### src/rtl/nic_irq_pkg.sv
`timescale 1ns/1ps
package nic_irq_pkg;
   localparam int STAT_W = 16;
   localparam int B_ERR  = 15;
   localparam int B_BABL = 14;
   localparam int B_CERR = 13;
   localparam int B_MISS = 12;
   localparam int B_MERR = 11;
   localparam int B_RXD  = 10;
   localparam int B_TXD  = 9;
   localparam int B_INIT = 8;
   localparam logic [STAT_W-1:0] STICKY_MASK = 16'h7F00;
   localparam logic [STAT_W-1:0] IRQ_SRC     = 16'h5F00;
   localparam logic [STAT_W-1:0] ERR_SRC     = 16'h7800;
endpackage

### src/rtl/nic_babble_chk.sv
`timescale 1ns/1ps
module nic_babble_chk #(
   parameter int LIMIT = 1519
) (
   input  logic clk,
   input  logic rst_n,
   input  logic sw_rst,
   input  logic byte_vld,
   input  logic byte_last,
   output logic babble_p
);
   localparam int CW = $clog2(LIMIT + 1);

   generate
      if (LIMIT < 2) begin : g_bad_limit
         $error("nic_babble_chk: LIMIT must be at least 2");
      end
   endgenerate

   logic [CW-1:0] seen_q;

   assign babble_p = byte_vld && (seen_q == CW'(LIMIT - 1));

   always_ff @(posedge clk or negedge rst_n) begin
      if (!rst_n)
         seen_q <= '0;
      else if (sw_rst)
         seen_q <= '0;
      else if (byte_vld) begin
         if (byte_last)
            seen_q <= '0;
         else if (seen_q != CW'(LIMIT))
            seen_q <= seen_q + 1'b1;
      end
   end


   babble_single_chk: assert property (@(posedge clk) disable iff (!rst_n)
      babble_p && !byte_last |=> !babble_p);
endmodule

### src/rtl/nic_bus_wdog.sv
`timescale 1ns/1ps
module nic_bus_wdog #(
   parameter int TICK_DIV = 10,
   parameter int TMO_W    = 16
) (
   input  logic             clk,
   input  logic             rst_n,
   input  logic             sw_rst,
   input  logic             req,
   input  logic             gnt,
   input  logic [TMO_W-1:0] limit,
   output logic             tmo_p
);
   generate
      if (TICK_DIV < 1) begin : g_bad_div
         $error("nic_bus_wdog: TICK_DIV must be positive");
      end
      if (TMO_W < 2) begin : g_bad_w
         $error("nic_bus_wdog: TMO_W too small");
      end
   endgenerate

   logic             waiting;
   logic             tick;
   logic [TMO_W-1:0] units_q;
   logic             fired_q;

   assign waiting = req && !gnt;

   generate
      if (TICK_DIV == 1) begin : g_no_pre
         assign tick = 1'b1;
      end else begin : g_pre
         localparam int PW = $clog2(TICK_DIV);
         logic [PW-1:0] pre_q;
         assign tick = (pre_q == PW'(TICK_DIV - 1));
         always_ff @(posedge clk or negedge rst_n) begin
            if (!rst_n)
               pre_q <= '0;
            else if (sw_rst || !waiting || tick)
               pre_q <= '0;
            else
               pre_q <= pre_q + 1'b1;
         end
      end
   endgenerate

   assign tmo_p = waiting && tick && !fired_q && (limit != '0) &&
                  (units_q == limit - 1'b1);

   always_ff @(posedge clk or negedge rst_n) begin
      if (!rst_n) begin
         units_q <= '0;
         fired_q <= 1'b0;
      end else if (sw_rst || !waiting) begin
         units_q <= '0;
         fired_q <= 1'b0;
      end else if (tick) begin
         if (units_q != '1)
            units_q <= units_q + 1'b1;
         if (tmo_p)
            fired_q <= 1'b1;
      end
   end


   tmo_needs_wait_chk: assert property (@(posedge clk) disable iff (!rst_n)
      tmo_p |-> req && !gnt);

   tmo_once_chk: assert property (@(posedge clk) disable iff (!rst_n)
      tmo_p |=> !tmo_p);
endmodule

### src/rtl/nic_miss_ctr.sv
`timescale 1ns/1ps
module nic_miss_ctr #(
   parameter int W   = 16,
   parameter bit SAT = 1'b1
) (
   input  logic         clk,
   input  logic         rst_n,
   input  logic         sw_rst,
   input  logic         inc,
   output logic [W-1:0] count
);
   generate
      if (W < 1) begin : g_bad_w
         $error("nic_miss_ctr: W must be positive");
      end
   endgenerate

   logic [W-1:0] cnt_q;
   logic [W-1:0] cnt_nx;

   generate
      if (SAT) begin : g_sat
         assign cnt_nx = (cnt_q == '1) ? cnt_q : cnt_q + 1'b1;
      end else begin : g_wrap
         assign cnt_nx = cnt_q + 1'b1;
      end
   endgenerate

   always_ff @(posedge clk or negedge rst_n) begin
      if (!rst_n)
         cnt_q <= '0;
      else if (sw_rst)
         cnt_q <= '0;
      else if (inc)
         cnt_q <= cnt_nx;
   end

   assign count = cnt_q;


   miss_sat_chk: assert property (@(posedge clk) disable iff (!rst_n)
      SAT && cnt_q == '1 && inc && !sw_rst |=> cnt_q == '1);

   miss_step_chk: assert property (@(posedge clk) disable iff (!rst_n)
      inc && !sw_rst && cnt_q != '1 |=> cnt_q != '0);
endmodule

### src/rtl/nic_irq_stat.sv
`timescale 1ns/1ps
module nic_irq_stat
   import nic_irq_pkg::*;
#(
   parameter int BABBLE_LIMIT = 1519,
   parameter int TICK_DIV     = 10,
   parameter int TMO_W        = 16,
   parameter int MISS_W       = 16,
   parameter bit MISS_SAT     = 1'b1
) (
   input  logic              clk,
   input  logic              rst_n,
   input  logic              sw_rst,
   input  logic              stop,
   input  logic              tx_byte,
   input  logic              tx_last,
   input  logic              cerr_evt,
   input  logic              miss_evt,
   input  logic              rx_first_rel,
   input  logic              rx_last_rel,
   input  logic              tx_done_evt,
   input  logic              init_done_evt,
   input  logic              early_rx_en,
   input  logic              bus_req,
   input  logic              bus_gnt,
   input  logic [TMO_W-1:0]  tmo_limit,
   input  logic              wr_en,
   input  logic [STAT_W-1:0] wr_data,
   input  logic              int_en,
   input  logic [STAT_W-1:0] irq_mask,
   output logic [STAT_W-1:0] status,
   output logic              err_sum,
   output logic              irq_n,
   output logic [MISS_W-1:0] miss_count
);
   logic              babl_p;
   logic              merr_p;
   logic [STAT_W-1:0] set_vec;
   logic [STAT_W-1:0] st_q;
   logic              wipe;

   assign wipe = sw_rst || stop;

   nic_babble_chk #(.LIMIT(BABBLE_LIMIT)) u_babble (
      .clk(clk), .rst_n(rst_n), .sw_rst(sw_rst),
      .byte_vld(tx_byte), .byte_last(tx_last), .babble_p(babl_p)
   );

   nic_bus_wdog #(.TICK_DIV(TICK_DIV), .TMO_W(TMO_W)) u_wdog (
      .clk(clk), .rst_n(rst_n), .sw_rst(sw_rst),
      .req(bus_req), .gnt(bus_gnt), .limit(tmo_limit), .tmo_p(merr_p)
   );

   nic_miss_ctr #(.W(MISS_W), .SAT(MISS_SAT)) u_miss (
      .clk(clk), .rst_n(rst_n), .sw_rst(sw_rst),
      .inc(miss_evt), .count(miss_count)
   );

   always_comb begin
      set_vec         = '0;
      set_vec[B_BABL] = babl_p;
      set_vec[B_CERR] = cerr_evt;
      set_vec[B_MISS] = miss_evt;
      set_vec[B_MERR] = merr_p;
      set_vec[B_RXD]  = rx_last_rel || (early_rx_en && rx_first_rel);
      set_vec[B_TXD]  = tx_done_evt;
      set_vec[B_INIT] = init_done_evt;
   end

   for (genvar i = 0; i < STAT_W; i++) begin : g_bit
      if (STICKY_MASK[i]) begin : g_sticky
         logic bit_q;
         always_ff @(posedge clk or negedge rst_n) begin
            if (!rst_n)
               bit_q <= 1'b0;
            else if (wipe)
               bit_q <= 1'b0;
            else if (set_vec[i])
               bit_q <= 1'b1;
            else if (wr_en && wr_data[i])
               bit_q <= 1'b0;
         end
         assign st_q[i] = bit_q;
      end else begin : g_zero
         assign st_q[i] = 1'b0;
      end
   end

   assign err_sum = |(st_q & ERR_SRC);

   always_comb begin
      status        = st_q;
      status[B_ERR] = err_sum;
   end

   assign irq_n = !(int_en && |(st_q & IRQ_SRC & ~irq_mask));


   set_wins_chk: assert property (@(posedge clk) disable iff (!rst_n)
      tx_done_evt && wr_en && wr_data[B_TXD] && !wipe |=> status[B_TXD]);

   wipe_clr_chk: assert property (@(posedge clk) disable iff (!rst_n)
      wipe |=> status == '0);

   cerr_quiet_chk: assert property (@(posedge clk) disable iff (!rst_n)
      (status & ~16'h8000) == 16'h2000 |-> irq_n);

   irq_off_chk: assert property (@(posedge clk) disable iff (!rst_n)
      !int_en |-> irq_n);

   babble_lands_chk: assert property (@(posedge clk) disable iff (!rst_n)
      babl_p && !wipe |=> status[B_BABL] && err_sum);

   merr_lands_chk: assert property (@(posedge clk) disable iff (!rst_n)
      merr_p && !wipe |=> status[B_MERR]);
endmodule

### config.mk
export PLATFORM = sky130hd
export DESIGN_NAME = nic_irq_stat
export DESIGN_NICKNAME = d
export VERILOG_FILES = /design/src/rtl/nic_irq_pkg.sv /design/src/rtl/nic_babble_chk.sv /design/src/rtl/nic_bus_wdog.sv /design/src/rtl/nic_miss_ctr.sv /design/src/rtl/nic_irq_stat.sv
export SDC_FILE = /design/constraint.sdc
export NUM_CORES = 1
export LEC_CHECK = 0
export CORE_AREA = 4 4 89 91
export CTS_BUF_LIST = sky130_fd_sc_hd__clkbuf_4 sky130_fd_sc_hd__clkbuf_8
export DETAILED_ROUTE_END_ITERATION = 6
export DIE_AREA = 0 0 93 95
export GPL_ROUTABILITY_DRIVEN = 0
export GPL_TIMING_DRIVEN = 0
export PLACE_DENSITY = 0.83
export RECOVER_POWER = 100
export SLEW_MARGIN = 40
export SYNTH_ARGS = -nofsm -noshare
export SYNTH_HDL_FRONTEND = slang
export SYNTH_SLANG_ARGS = --single-unit
### constraint.sdc
create_clock -name clk -period 2.54 [get_ports clk]
set_clock_uncertainty 0.2 [all_clocks]
set_input_delay 0.762 -clock clk [delete_from_list [all_inputs] [get_ports clk]]
set_output_delay 0.762 -clock clk [all_outputs]
set_load 0.005 [all_outputs]
Word level (Yosys, flattened, before mapping). Index checks and enable logic that the tools add are counted.

Word-level logic and storage cells: 104. Bits of input ports: 65. Output and inout port bits: 34. Flip-flop bits (word level): 55.

Add/sub/neg operators: 5. Bitwise gates (word level): 2. Equal/unequal tests: 7. Reduce and logical (&&, ||, !) cells: 43. Mux-type cells: 35.

Operators by type and width (number): 16-bit two-way mux (6); 11-bit two-way mux (4); 16-bit by 1-bit adder with 16-bit output, second input constant (2); 1-bit two-way mux (24); 3-bit nonzero test (8); 15-bit by 16-bit bitwise AND with 16-bit output (1); 16-bit == test (1); 16-bit == test, second input constant (1); 16-bit != test, second input constant (1); 16-bit NOT (1); 16-bit nonzero test (1); 16-bit OR reduction (1); 16-bit by 1-bit subtractor with 16-bit output, second input constant (1); 1-bit logical AND (15); 11-bit by 1-bit adder with 11-bit output, second input constant (1); 11-bit == test, second input constant (1); 11-bit != test, second input constant (1); 2-bit nonzero test (5); 2-bit AND reduction (4); 4-bit by 1-bit adder with 4-bit output, second input constant (1); 4-bit == test, second input constant (1); 1-bit zero test (4); 1-bit logical OR (4); 4-bit two-way mux (1); other kinds (2) (2).

Longest topological paths before layout.
Word-level depth: 9. Depth in mapped cells: 9. Depth with buffers taken out: 8.

By module. From an unflattened synthesis, not the netlist that was laid out.

Cells, all modules: 415. Area, all modules: 3762.4 µm².

By module, submodules not included: nic_bus_wdog (instances 1, sequential area each 525.5 µm², cells an instance 193, area each 1677.9 µm²); nic_miss_ctr (instances 1, sequential area each 400.4 µm², cells an instance 92, area each 904.6 µm²); nic_babble_chk (instances 1, sequential area each 275.3 µm², cells an instance 74, area each 724.4 µm²); nic_irq_stat (instances 1, sequential area each 175.2 µm², cells an instance 56, area each 455.4 µm²).

Worst setup path before layout. No wires, ideal clock.

Path kind: input-to-reg. Start point: input tmo_limit[2]. End point: register u_wdog.fired_q. Library setup time: 0.077 ns. Stages on the path: 6. Slack: -0.189 ns. Data required time: 2.263 ns. Arrival time: 2.453 ns. Path buffers: 0. Cell sequence: nor4_4 nand4_1 o31a_1 or4_1 a311o_1 o21ai_1.

Longest elaborated chain between the ends: 5. Elaborated cells between the ends (all ways): 7. Classes of those cells: add/sub: 1; eq/ne: 1; reduce/logical: 5.

Ends and longest elaborated chain: from (decl) (RTL line nic_irq_stat.sv:26) `input logic [TMO_W-1:0] tmo_limit,`; 16-bit by 1-bit subtractor with 16-bit output / 16-bit nonzero test (equally long branches) (RTL line nic_bus_wdog.sv:49, nic_bus_wdog.sv:48); 16-bit == test / 1-bit logical AND (equally long branches) (RTL line nic_bus_wdog.sv:49, nic_bus_wdog.sv:48); 1-bit logical AND (*) (RTL line nic_bus_wdog.sv:48) `assign tmo_p = waiting && tick && !fired_q && (limit != '0) &&`; 2-bit nonzero test (no source line) (*); 2-bit AND reduction (no source line) (*); to (signal assigned) (RTL line nic_bus_wdog.sv:54) `fired_q <= 1'b0;`; to (signal assigned) (RTL line nic_bus_wdog.sv:57) `fired_q <= 1'b0;`; to (signal assigned) (RTL line nic_bus_wdog.sv:62) `fired_q <= 1'b1;`; to (decl) (RTL line nic_bus_wdog.sv:26) `logic fired_q;`.

Every way passes the cells marked *; elsewhere a longest branch is shown, timed or not. A chain may end at the register's enable or synchronous reset.

Final worst setup path.
Start point: input tmo_limit[3]. End point: register u_wdog.fired_q.

Same word-level chain as after synthesis.

==> results.md <==
- Status: complete, but fails checks
- Failing checks: setup timing
- Syn Std Cell Area: 3505 µm²
- Core area: just over 7000 µm²
- Number of port buffers: 70
- Worst vdd ir: 0.0002006 V
- Vias in the first global route: 3128
- Max_slew headroom: 0.3032
- DP HPWL: between 6000 and 7000 µm
- Row cnt: 31
- Register area share after synthesis: 0.3927
- Power, Total: roughly 1.8 mW
- Final wirelength: 9268 µm
- Drt first pass iters: 4
- Distinct cells, synth: 51
- Syn Inst Count: 399
- Clock Sinks: 55
- Ports: 99
- Cells after DPL: 576
- CP Class: in2reg
- Global route overflow: 0
- Deepest clock path buffer count: 2
- Filler cell count: between 500 and 600
- Root Driver: clkbuf_8
- Most common cell after layout, fill and taps aside: nor2_1
- Crit share post-route: 1.032
- Initial Util: 0.4911
- Slew @ Worst Pin: 1045 ps
- Via density: approximately 5.6
- Async SR Flop Fraction: 1.000
- Post-DR wirelength/cell: between 15 and 20 µm
- RSZ-0062 raised after global routing: true
- Max FO, Critical Path: 6
- Clk_lat worst skew: around 310 ps
- Minimum clock period: 2622 ps
- Setup crit start kind: primary input
- Top cells by area, synth: dfrtp_1, xor2_1, nor2_1, xnor2_1, buf_4
- Fin. Hold Viols: 0
- Leading area contributor after synthesis: dfrtp_1
- CTS H-tree depth: 2
- Dpl cell area: 4428 µm²
- Synthesized flop and latch total: 55
- Mean Syn Cell Area: 8.783 µm²
- Post-route cell area: 4656 µm²
- Nets: 572
- Flop-to-flop setup slack: roughly 30 ps
- Post-Layout Cell Count: 599
- Largest net degree at the start of global routing: 44
- Final WS setup: -82.11 ps
- Max Slew Vio Count: 0
- Syn. warnings: 0
- Chip Width: a little over 90 µm
- TritonCTS clock tree: yes
- First-pass GRT wire length: 14780 µm
- Die height: about 95 µm
- Worst path required time: 2570 ps
- Antenna Nets Post-Route: 0
- Setup TNS Final: -151.5 ps
- Static Leak: around 2.0 nW
- Max frequency: about 380 MHz
- Total number of vias: 3329
- Final setup vio count: 2
- Arr. time, crit path: 2660 ps
- Max Cap Violations: 0
- Layout cell share with drive strength beyond 1: 0.1460
- Initial antenna violation count: 0
- Top_reg_cell synth: dfrtp_1
- Diode count: 0
- CTS clk-pin slew, worst paths: 90 ps
- Gr usage total: 0.2055
- Drt drc: 0
- DIE AREA: 8835 µm²
- Syn-to-layout area delta: 32.85%
- Worst hold path class: in2async
- WHS: 294.2 ps
- Top cell type's share of synthesized area: 0.3927
- Post-synth EDFFs: 0
- P per Cell Area: about 380 nW/µm²
- Drt initial violations: between 200 and 250
- TritonCTS buffer count: 5
- CP Capture Type: register
- Most frequent cells in the layout: nor2_1, dfrtp_1, buf_4
area by class of cell:
cell class	count	area, µm²	area share
plain buffers	25	170.2	0.03655
multi-input cells	309	2023	0.4346
flip-flops and latches	55	1376	0.2956
inverters	15	56.30	0.01209
clock inverters	2	38.79	0.008331
repair buffers	88	790.8	0.1698
well taps	99	123.9	0.02661
clock buffers	6	76.32	0.01639
worst max-delay path, cell delays in order:
cell	delay, ps
buf_8	100
nor4_4	390
buf_4	190
buf_4	100
nand2_1	110
or4_1	490
a311o_1	380
o21ai_1	140
routing by layer:
metal / vias up / track usage / part of all wire
met2: 94 / 0.3581 / 0.51
li1: 1589 / - / -
met1: 1632 / 0.2629 / 0.42
met3: 14 / 0.02869 / 0.047
met5: - / 0 / 0
met4: 0 / 0.06838 / 0.016
metrics by stage:
stage | setup WS, ps | util
after global placement | -1171 | 0.6180
after global routing | -177.9 | 0.6523
after floorplan | -137.0 | -
final | -82.11 | 0.6523
after detailed placement | -901.6 | 0.6204
after CTS | -133.9 | 0.6548
sequential cells by signal, indices dropped and copies added, names as in the netlist:
signal and count:
u_wdog.g_pre.pre_q 4, u_wdog.fired_q 1, u_wdog.units_q 16, u_miss.count 16
u_babble.seen_q 11, g_bit.g_sticky.bit_q 7
power breakdown:
part           total [mW]  internal (mW)  switching [mW]
Clock               0.601          0.309           0.292
Sequential          0.897          0.885          0.0122
Combinational       0.270          0.137           0.133
Total                1.77           1.33           0.437
cell usage after synthesis, types with 2 or more instances:
library cell,instances
nor2_1,59
dfrtp_1,55
xor2_1,27
nand2_1,25
xnor2_1,24
nand3_1,18
a21oi_1,16
buf_4,16
inv_1,15
o21ai_0,15
nand4_1,12
nor3_1,12
and3_1,11
clkbuf_1,11
ha_1,8
and4_1,6
a31oi_1,4
mux2i_1,4
nand3b_1,4
or3b_2,4
or4_1,4
a41oi_1,3
and2_1,3
nor4_1,3
o22ai_1,3
a2111oi_0,2
nand2b_1,2
nand4b_1,2
nor2b_1,2
nor3b_1,2
nor4_4,2
o2111ai_1,2
o211ai_1,2
o21a_1,2
o21ai_1,2
or3_1,2
worst paths after layout:
path                                                 start                                   end  cells past startpoint
min reg2reg                u_wdog.g_pre.pre_q[0]$_DFF_PN0_       u_wdog.g_pre.pre_q[0]$_DFF_PN0_                      1
min                                                  rst_n  g_bit[10].g_sticky.bit_q$_DFFE_PN0P_                      1
max reg2reg                u_wdog.g_pre.pre_q[1]$_DFF_PN0_         u_wdog.units_q[8]$_DFFE_PN0P_                      9
min in group clk           u_wdog.g_pre.pre_q[0]$_DFF_PN0_       u_wdog.g_pre.pre_q[0]$_DFF_PN0_                      1
max                                           tmo_limit[3]            u_wdog.fired_q$_DFFE_PN0P_                      8
max in group asynchronous                            rst_n         u_wdog.units_q[4]$_DFFE_PN0P_                      2
cell families (layout without fill, tap and decap cells):
| family | count (synthesis) | after routing | share of synthesized area |
|---|---|---|---|
| AO/OA/AOI/OAI | 61 | 62 | 0.1103 |
| XOR/XNOR | 51 | 51 | 0.1275 |
| adder cells (fa/ha/maj) | 8 | 8 | 0.02856 |
| buffers and inverters | 43 | 136 | 0.06319 |
| flip-flops | 55 | 55 | 0.3927 |
| multiplexers | 4 | 4 | 0.01142 |
| other | 1 | 8 | 0.001070 |
| AND/OR/NAND/NOR | 176 | 176 | 0.2653 |
timing repair:
| item | in CTS | in global routing |
|---|---|---|
| setup endpoints to repair | 32 | 20 |
| gates cloned | 1 | 0 |
| pin swaps | 17 | 12 |
| setup buffers | 13 | 4 |
| resized for setup | 65 | 15 |
| hold buffers | 0 | 0 |
No activity file was read; power rests on OpenSTA's default activity.
